==> src/rtl/rgb_norm_pkg.sv <==
package rgb_norm_pkg;
  // Register stages from operand capture to pixel outputs.
  localparam int unsigned RN_LATENCY    = 9;
  // Division stages; the last stage rounds and clamps.
  localparam int unsigned RN_DIV_STAGES = RN_LATENCY - 1;
  // Colour channels sharing one divisor.
  localparam int unsigned RN_CHANNELS   = 3;
endpackage

==> src/rtl/rgb_norm_stage.sv <==
// One registered slice of a restoring divider for a single channel.
// nq holds the numerator bits still to be consumed in its upper part
// and the quotient bits already produced in its lower part.
module rgb_norm_stage #(
  parameter int unsigned NQ_W  = 16,
  parameter int unsigned DEN_W = 8,
  parameter int unsigned STEPS = 2
) (
  input  logic             clk,
  input  logic [DEN_W-1:0] in_rem,
  input  logic [NQ_W-1:0]  in_nq,
  input  logic [DEN_W-1:0] in_den,
  output logic [DEN_W-1:0] out_rem,
  output logic [NQ_W-1:0]  out_nq
);

  // Returns {quotient bit, new partial remainder}.
  function automatic logic [DEN_W:0] div_bit(
    input logic [DEN_W-1:0] r,
    input logic             b,
    input logic [DEN_W-1:0] d
  );
    logic [DEN_W:0] sh;
    logic [DEN_W:0] df;
    sh = {r, b};
    df = sh - {1'b0, d};
    if (sh >= {1'b0, d}) return {1'b1, df[DEN_W-1:0]};
    return {1'b0, sh[DEN_W-1:0]};
  endfunction

  logic [DEN_W-1:0] nxt_rem;
  logic [NQ_W-1:0]  nxt_nq;

  always_comb begin
    logic [DEN_W-1:0] r;
    logic [NQ_W-1:0]  nq;
    logic [DEN_W:0]   st;
    r  = in_rem;
    nq = in_nq;
    for (int s = 0; s < STEPS; s++) begin
      st = div_bit(r, nq[NQ_W-1], in_den);
      r  = st[DEN_W-1:0];
      nq = {nq[NQ_W-2:0], st[DEN_W]};
    end
    nxt_rem = r;
    nxt_nq  = nq;
  end

  always_ff @(posedge clk) begin
    out_rem <= nxt_rem;
    out_nq  <= nxt_nq;
  end

endmodule

==> src/rtl/rgb_norm_round.sv <==
// Final stage: round-to-nearest from the remainder, zero-divisor
// override, clamp to the pixel range, hold when no result arrives.
module rgb_norm_round #(
  parameter int unsigned QW    = 16,
  parameter int unsigned DEN_W = 8,
  parameter int unsigned PIX_W = 8
) (
  input  logic             clk,
  input  logic             rst_n,
  input  logic             en,
  input  logic [QW-1:0]    quo,
  input  logic [DEN_W-1:0] rem,
  input  logic [DEN_W-1:0] den,
  output logic [PIX_W-1:0] pix
);

  localparam logic [QW:0] PIX_TOP = {{(QW + 1 - PIX_W){1'b0}}, {PIX_W{1'b1}}};

  function automatic logic [PIX_W-1:0] round_pix(
    input logic [QW-1:0]    q,
    input logic [DEN_W-1:0] r,
    input logic [DEN_W-1:0] d
  );
    logic [QW:0] sum;
    logic        up;
    if (d == '0) return '0;
    up  = ({r, 1'b0} >= {1'b0, d});
    sum = {1'b0, q} + {{QW{1'b0}}, up};
    if (sum > PIX_TOP) return '1;
    return sum[PIX_W-1:0];
  endfunction

  always_ff @(posedge clk or negedge rst_n) begin
    if (!rst_n)  pix <= '0;
    else if (en) pix <= round_pix(quo, rem, den);
  end

endmodule

==> src/rtl/rgb_norm_divider.sv <==
module rgb_norm_divider
  import rgb_norm_pkg::*;
#(
  parameter int unsigned NUM_W = 16,
  parameter int unsigned DEN_W = 8,
  parameter int unsigned PIX_W = 8
) (
  input  logic             clk,
  input  logic             rst_n,
  input  logic             in_valid,
  input  logic [NUM_W-1:0] num_r,
  input  logic [NUM_W-1:0] num_g,
  input  logic [NUM_W-1:0] num_b,
  input  logic [DEN_W-1:0] den,
  output logic             out_valid,
  output logic [PIX_W-1:0] pix_r,
  output logic [PIX_W-1:0] pix_g,
  output logic [PIX_W-1:0] pix_b
);

  localparam int unsigned STEPS = (NUM_W + RN_DIV_STAGES - 1) / RN_DIV_STAGES;
  localparam int unsigned NQ_W  = STEPS * RN_DIV_STAGES;

  logic [RN_CHANNELS-1:0][NQ_W-1:0]                   nq_in;
  logic [RN_DIV_STAGES:1][RN_CHANNELS-1:0][NQ_W-1:0]  nq_s;
  logic [RN_DIV_STAGES:1][RN_CHANNELS-1:0][DEN_W-1:0] rem_s;
  logic [RN_DIV_STAGES:1][DEN_W-1:0]                  den_s;
  logic [RN_DIV_STAGES:1]                             vld_s;
  logic [RN_CHANNELS-1:0][PIX_W-1:0]                  pix_v;

  assign nq_in[0] = NQ_W'(num_r);
  assign nq_in[1] = NQ_W'(num_g);
  assign nq_in[2] = NQ_W'(num_b);

  // Shared divisor travels alongside the partial results.
  always_ff @(posedge clk) begin
    den_s[1] <= den;
    for (int s = 2; s <= RN_DIV_STAGES; s++) den_s[s] <= den_s[s-1];
  end

  always_ff @(posedge clk or negedge rst_n) begin
    if (!rst_n) begin
      vld_s     <= '0;
      out_valid <= 1'b0;
    end else begin
      vld_s[1] <= in_valid;
      for (int s = 2; s <= RN_DIV_STAGES; s++) vld_s[s] <= vld_s[s-1];
      out_valid <= vld_s[RN_DIV_STAGES];
    end
  end

  for (genvar s = 1; s <= RN_DIV_STAGES; s++) begin : g_stage
    for (genvar c = 0; c < RN_CHANNELS; c++) begin : g_ch
      logic [DEN_W-1:0] rem_i;
      logic [DEN_W-1:0] den_i;
      logic [NQ_W-1:0]  nq_i;
      if (s == 1) begin : g_first
        assign rem_i = '0;
        assign nq_i  = nq_in[c];
        assign den_i = den;
      end else begin : g_next
        assign rem_i = rem_s[s-1][c];
        assign nq_i  = nq_s[s-1][c];
        assign den_i = den_s[s-1];
      end
      rgb_norm_stage #(
        .NQ_W (NQ_W),
        .DEN_W(DEN_W),
        .STEPS(STEPS)
      ) u_stage (
        .clk    (clk),
        .in_rem (rem_i),
        .in_nq  (nq_i),
        .in_den (den_i),
        .out_rem(rem_s[s][c]),
        .out_nq (nq_s[s][c])
      );
    end
  end

  for (genvar c = 0; c < RN_CHANNELS; c++) begin : g_round
    rgb_norm_round #(
      .QW   (NQ_W),
      .DEN_W(DEN_W),
      .PIX_W(PIX_W)
    ) u_round (
      .clk  (clk),
      .rst_n(rst_n),
      .en   (vld_s[RN_DIV_STAGES]),
      .quo  (nq_s[RN_DIV_STAGES][c]),
      .rem  (rem_s[RN_DIV_STAGES][c]),
      .den  (den_s[RN_DIV_STAGES]),
      .pix  (pix_v[c])
    );
  end

  assign pix_r = pix_v[0];
  assign pix_g = pix_v[1];
  assign pix_b = pix_v[2];

endmodule

==> config.mk <==
export PLATFORM = sky130hd
export DESIGN_NAME = rgb_norm_divider
export DESIGN_NICKNAME = d
export VERILOG_FILES = /design/src/rtl/rgb_norm_pkg.sv /design/src/rtl/rgb_norm_stage.sv /design/src/rtl/rgb_norm_round.sv /design/src/rtl/rgb_norm_divider.sv
export SDC_FILE = /design/constraint.sdc
export NUM_CORES = 1
export LEC_CHECK = 0
export CAP_MARGIN = 25
export CORE_MARGIN = 2
export CORE_UTILIZATION = 35
export DETAILED_ROUTE_END_ITERATION = 10
export GPL_TIMING_DRIVEN = 0
export PLACE_DENSITY = 0.59
export RECOVER_POWER = 25
export REMOVE_ABC_BUFFERS = 1
export SYNTH_ARGS = -nofsm -noshare
export SYNTH_HDL_FRONTEND = slang
export SYNTH_HIERARCHICAL = 1
export SYNTH_SLANG_ARGS = --single-unit
==> constraint.sdc <==
create_clock -name clk -period 5.1 [get_ports clk]
set_input_delay 1.02 -clock clk [delete_from_list [all_inputs] [get_ports clk]]
set_output_delay 1.02 -clock clk [all_outputs]
set_load 0.005 [all_outputs]
== Yosys cells after proc, flatten, opt, wreduce, memory -nomap -nowiden ==
Index checks and enable logic that the tools add are counted.

* Add/subtract/negate cells: 51
* $lt $le $gt $ge: 54
* Multiplexer cells: 165
* Reductions and logical operators: 1

{| class="wikitable"
|+ Operators by type and width
! kind !! count
|-
| 8-bit 2-to-1 mux || 58
|-
| 9-bit by 8-bit >= comparator with 1-bit output || 48
|-
| 9-bit 2-to-1 mux || 48
|-
| 8-bit subtractor || 45
|-
| 1-bit 2-to-1 mux || 59
|-
| 16-bit by 1-bit adder with 17-bit output || 3
|-
| 17-bit by 8-bit > comparator with 1-bit output, second input constant || 3
|-
| 1-bit by 8-bit >= comparator with 1-bit output || 3
|-
| 1-bit by 8-bit subtractor with 8-bit output || 3
|-
| 8-bit logical NOT || 1
|}

* Bits in registers: 673
* Input bits: 59
* Output and inout port bits: 25

== Depth between registers and ports, before layout ==
* Depth in word-level cells: 8
* Gate-level depth with buffers: 16

== By module ==
Netlist, hierarchy kept.

{| class="wikitable"
|+ By module, submodules not included
! module !! times used !! cells an instance !! area an instance (um^2)
|-
| rgb_norm_stage (g_stage[3].g_ch[0].u_stage ...) || 12 || 145 || 1478.9
|-
| rgb_norm_stage (g_stage[1].g_ch[0].u_stage ...) || 11 || 146 || 1491.4
|-
| rgb_norm_round || 3 || 106 || 918.4
|-
| rgb_norm_divider || 1 || 74 || 1510.2
|-
| rgb_norm_stage (g_stage[6].g_ch[2].u_stage) || 1 || 146 || 1492.7
|}

== Least setup slack after synthesis ==
No wires, ideal clock.

* Path type: input-to-reg
* From: in den[1]
* To: reg g_stage[1].g_ch[0].u_stage.out_rem[1]
* Library setup time: 0.121 ns
* Arrival: 4.362 ns
* Data required time: 4.979 ns
* Slack: 0.616 ns
* Stages on the path: 14
* Cells stage by stage: inv_1 ha_1 nor2b_1 o31ai_4 a311oi_4 or2_1 buf_6 mux2_4 ha_1 or4_1 o211ai_1 o311ai_1 a21oi_4 mux2_4

* Cells in the longest elaborated chain, start to end: 6
* Elaborated cells on any way between the ends: 10
* Those cells by class: 2 x add/sub; 2 x order compare; 6 x mux

{| class="wikitable"
|+ RTL lines
! element !! line !! RTL
|-
| start: declaration || rgb_norm_divider.sv:14 || <nowiki>input logic [DEN_W-1:0] den,</nowiki>
|-
| 1-bit by 8-bit subtractor with 8-bit output / 1-bit by 8-bit >= comparator with 1-bit output (equally long branches) || rgb_norm_stage.sv:26, rgb_norm_stage.sv:27 ||
|-
| 9-bit 2-to-1 mux / 1-bit 2-to-1 mux (equally long branches) || rgb_norm_stage.sv:27 || <nowiki>if (sh >= {1'b0, d}) return {1'b1, df[DEN_W-1:0]};</nowiki>
|-
| 8-bit 2-to-1 mux || rgb_norm_stage.sv:28 || <nowiki>return {1'b0, sh[DEN_W-1:0]};</nowiki>
|-
| 9-bit by 8-bit >= comparator with 1-bit output / 8-bit subtractor (equally long branches) || rgb_norm_stage.sv:27, rgb_norm_stage.sv:26 ||
|-
| 1-bit 2-to-1 mux / 9-bit 2-to-1 mux (equally long branches) || rgb_norm_stage.sv:27 ||
|-
| 8-bit 2-to-1 mux (*) || rgb_norm_stage.sv:28 ||
|-
| named net g_stage[1].g_ch[0].u_stage.nxt_rem[1] || rgb_norm_stage.sv:31 || <nowiki>logic [DEN_W-1:0] nxt_rem;</nowiki>
|-
| end signal: assignment || rgb_norm_stage.sv:50 || <nowiki>out_rem <= nxt_rem;</nowiki>
|-
| end: declaration || rgb_norm_stage.sv:13 || <nowiki>output logic [DEN_W-1:0] out_rem,</nowiki>
|}

Mark *: on every way through the listed nets, which the timed path passes. The rest lies on a longest branch. The select of a mux whose other input is x is not followed.
A chain may end at the register's enable or synchronous reset.

== Worst setup path in the final report ==
* From: in den[1]
* To: reg g_stage[1].g_ch[2].u_stage.out_rem[1]

* Cells in the longest elaborated chain, start to end: 6
* Elaborated cells on any way between the ends: 10
* Those cells by class: 2 x add/sub; 2 x order compare; 6 x mux

{| class="wikitable"
|+ RTL lines
! element !! line
|-
| 1-bit by 8-bit subtractor with 8-bit output / 1-bit by 8-bit >= comparator with 1-bit output (equally long branches) || rgb_norm_stage.sv:26, rgb_norm_stage.sv:27
|-
| 9-bit 2-to-1 mux / 1-bit 2-to-1 mux (equally long branches) || rgb_norm_stage.sv:27
|-
| 8-bit 2-to-1 mux || rgb_norm_stage.sv:28
|-
| 9-bit by 8-bit >= comparator with 1-bit output / 8-bit subtractor (equally long branches) || rgb_norm_stage.sv:27, rgb_norm_stage.sv:26
|-
| 1-bit 2-to-1 mux / 9-bit 2-to-1 mux (equally long branches) || rgb_norm_stage.sv:27
|-
| 8-bit 2-to-1 mux (*) || rgb_norm_stage.sv:28
|-
| named net g_stage[1].g_ch[2].u_stage.nxt_rem[1] || rgb_norm_stage.sv:31
|-
| end signal: assignment || rgb_norm_stage.sv:50
|-
| end: declaration || rgb_norm_stage.sv:13
|}

Marked as above.

==> flow_metrics.py <==
metrics = {
    "place": {
        "port_buffers": 83,
        "dpl_worst_slack_ps": -593,
        "gp_congestion": 0.868,
        "dpl.hpwl_um": 70900,
    },
    "synth": {
        "avgSynthCellArea_um2": 10.3,
        "ys_warn_count": 6,
        "synth_ff_type": "dfxtp_1",
        "synth-simple-area-share_pct": 10.6,
        "ys_seq_area_share_pct": 34.2,
        "synth_top_cells_by_count": "640 x dfxtp_1, 414 x ha_1, 384 x inv_1",
        "synth_fa_ha_area_share_pct": 15.4,
        "synth_most_common_cell": "dfxtp_1",
        "ys_ff_latch": 673,
        "synth_largest_area_cell": "dfxtp_1",
        "synthMuxAreaShare_pct": 9.56,
        "synthTopCellsByArea": "dfxtp_1 32%, ha_1 13%, mux2_4 6.3%, inv_1 3.6%, a21oi_1 3.1%",
        "mappedNetlistArea_mm2": 0.0399,
        "postSynth.asyncResetShare_pct": 4.90,
        "synth_compound_area_share_pct": 20.9,
        "synth_top_area_share_pct": 32.1,
        "synth_cell_type_count": 72,
        "synth_top_family_by_area": "compound AO/OA/AOI/OAI gates",
        "synth-edff-count": 0,
        "synth_xor_area_share_pct": 4.74,
        "synthCells": 3884,
    },
    "setup_path": {
        "start_kind": "input pin",
        "cp_data_required_time_ps": 5630,
        "path_max_fanout": 9,
        "setup.worst_path.class": "input pin to register",
        "cp-end-kind": "register",
        "worstPathArrival_ps": 5440,
    },
    "sta": {
        "max_freq_ghz": 0.204,
        "slew_viol_final": 0,
        "period_needed_ps": 4910,
        "relSlewSlack_pct": 36.1,
        "worst_slew_pin_slew_ps": 959,
        "finalCritPeriodShare_pct": 96.4,
        "hold_violations": 0,
        "worst_slack_ps": 186,
        "whs_ps": 319,
        "skew_ps": 31.1,
        "setup_violations": 0,
        "tns_ps": 0,
    },
    "layout": {
        "fill_cells": 11000,
        "drive_above_1_share_pct": 15.1,
        "area_growth_pct": 13.3,
        "final_nets": 4571,
        "multiInputGateArea_mm2": 0.0246,
        "post-route-util_pct": 40.1,
        "seq_area_mm2": 0.0136,
        "antenna_cells": 0,
    },
    "global_routing": {
        "grt_pass1_wl_um": 146000,
        "grt_pass1_vias": 27800,
        "grt_remaining_overflow": 0,
        "grt.met3_usage_pct": 2.13,
        "grt_max_degree": 34,
        "grt_use_total_pct": 15.2,
        "gr-max-usage-layer": "met2",
        "grtUsageMet1_pct": 20.9,
        "antenna_found_initial": 2,
        "grt.met2_usage_pct": 24.6,
    },
    "floorplanning": {
        "dieArea_mm2": 0.117,
        "dieWidth_um": 342,
        "die_h_um": 342,
        "rows": 123,
        "start_util_pct": 35.4,
        "fp.coreArea_mm2": 0.113,
        "num_io_pins": 84,
    },
    "clocking": {
        "ctsHtreeMaxLevel": 3,
        "numCtsBuffers": 77,
        "clkTransAtPathRegs_ps": 60,
        "cts_root_buf": "clkbuf_16",
        "clock_path_buffers": 3,
        "cts_tree": "yes",
        "clk-insertion-delay-late_ps": 650,
        "clock-sinks": 673,
    },
    "detailed_routing": {
        "postRouteAntennaNets": 0,
        "viasPerCell": 5.06,
        "drc": 0,
        "firstDrtPassIters": 7,
        "first_iter_violations": 1492,
        "num_vias": 28400,
        "wl_per_cell_um": 16.0,
        "wirelength_um": 89900,
    },
    "flow_run": {
        "maxCapViolations": 0,
    },
    "hold_path": {
        "hold_path_class": "register to register",
    },
    "outcome": {
        "outcome": "finished clean",
    },
}
==> critical path, cell delays in order <==
cell,delay [ps]
clkdlybuf4s50_1,620
inv_1,190
ha_1,320
nor2b_1,170
o31ai_4,300
a311oi_4,220
or2_1,420
mux2_4,370
ha_1,220
or4_1,560
o211ai_1,230
o311ai_1,190
a21oi_4,160
buf_12,150
mux2_4,300
==> layout by cell type, fill, tap and decap left out, drive strengths merged, types with 51 or more instances in the layout <==
cell type and n:
dfxtp 640, ha 414, inv 403, a21oi 273, mux2 240, o21ai 207
xnor2 141, nor2 135, nand2 114, o21a 99, a21o 99, clkbuf 98
clkdlybuf4s50 82, xor2 75, o211ai 72, nor3b 69, nand4 66, nor2b 51
or2 51
==> cells by family after synthesis <==
family | Yosys count
buffers and inverters | 444
and+or+nand+nor | 723
other | 1
AOI/OAI and AO/OA | 1077
xor gates and xnor gates | 216
adders and majority gates | 462
DFF | 673
muxes | 288
==> sequential cells by signal (all words and copies together), names as in the netlist <==
| name | flops |
|---|---|
| vld_s | 8 |
| den_s | 8 |
| g_stage.g_ch.u_stage/out_nq | 384 |
| g_stage.g_ch.den_i | 56 |
| g_stage.g_ch.u_stage/out_rem | 192 |
| g_round.u_round/pix | 24 |
| out_valid | 1 |
==> per-layer routing <==
layer,vias to the layer above,share of wire (%)
li1,14500,-
met1,13300,49
met2,493,45
met3,130,3.7
met4,0,2.4
met5,-,0
==> what timing repair did <==
action,CTS,global route
setup endpoints to repair,0,21
hold buffers,0,0
buffers inserted,0,5
gates resized for setup,0,6
endpoints found under the hold margin,0,0
==> stage by stage <==
stage                     cells  cell area, µm²
after global routing       5611           45200
final                      5611           45200
after detailed placement   5466           42400
after CTS                  5606           45100
after floorplan            3883           39700
after global placement     5466           42400
==> path summary, 6_finish.rpt <==
path	start	endpoint	slack, ps	cells after the start
worst min-delay path	g_stage[5].g_ch[0].u_stage/out_nq[11]$_DFF_P_	g_stage[6].g_ch[0].u_stage/out_nq[13]$_DFF_P_	320	0
max in group asynchronous	rst_n	g_round[2].u_round/pix[4]$_DFFE_PN0P_	4130	1
worst min register to register	g_stage[5].g_ch[0].u_stage/out_nq[11]$_DFF_P_	g_stage[6].g_ch[0].u_stage/out_nq[13]$_DFF_P_	320	0
worst max register to register	g_stage[2].g_ch[0].den_i[1]$_DFF_P_	g_stage[2].g_ch[1].u_stage/out_rem[5]$_DFF_P_	370	13
min in group asynchronous	rst_n	vld_s[1]$_DFF_PN0_	460	1
worst max-delay path	den[1]	g_stage[1].g_ch[2].u_stage/out_rem[1]$_DFF_P_	190	15
==> cell type report <==
| cell class | instances | share of cell area (%) |
|---|---|---|
| Multi-Input combinational cell | 2814 | 54.4 |
| Sequential cell | 673 | 30.2 |
| Clock buffer | 98 | 4.77 |
| Tap cell | 1500 | 4.15 |
| Inverter | 396 | 3.29 |
| Timing Repair Buffer | 88 | 1.99 |
| Clock inverter | 42 | 1.27 |
Power is left out: the tool's default activity adds up to more than one toggle a clock period on the data nets, which glitch-free logic cannot reach.
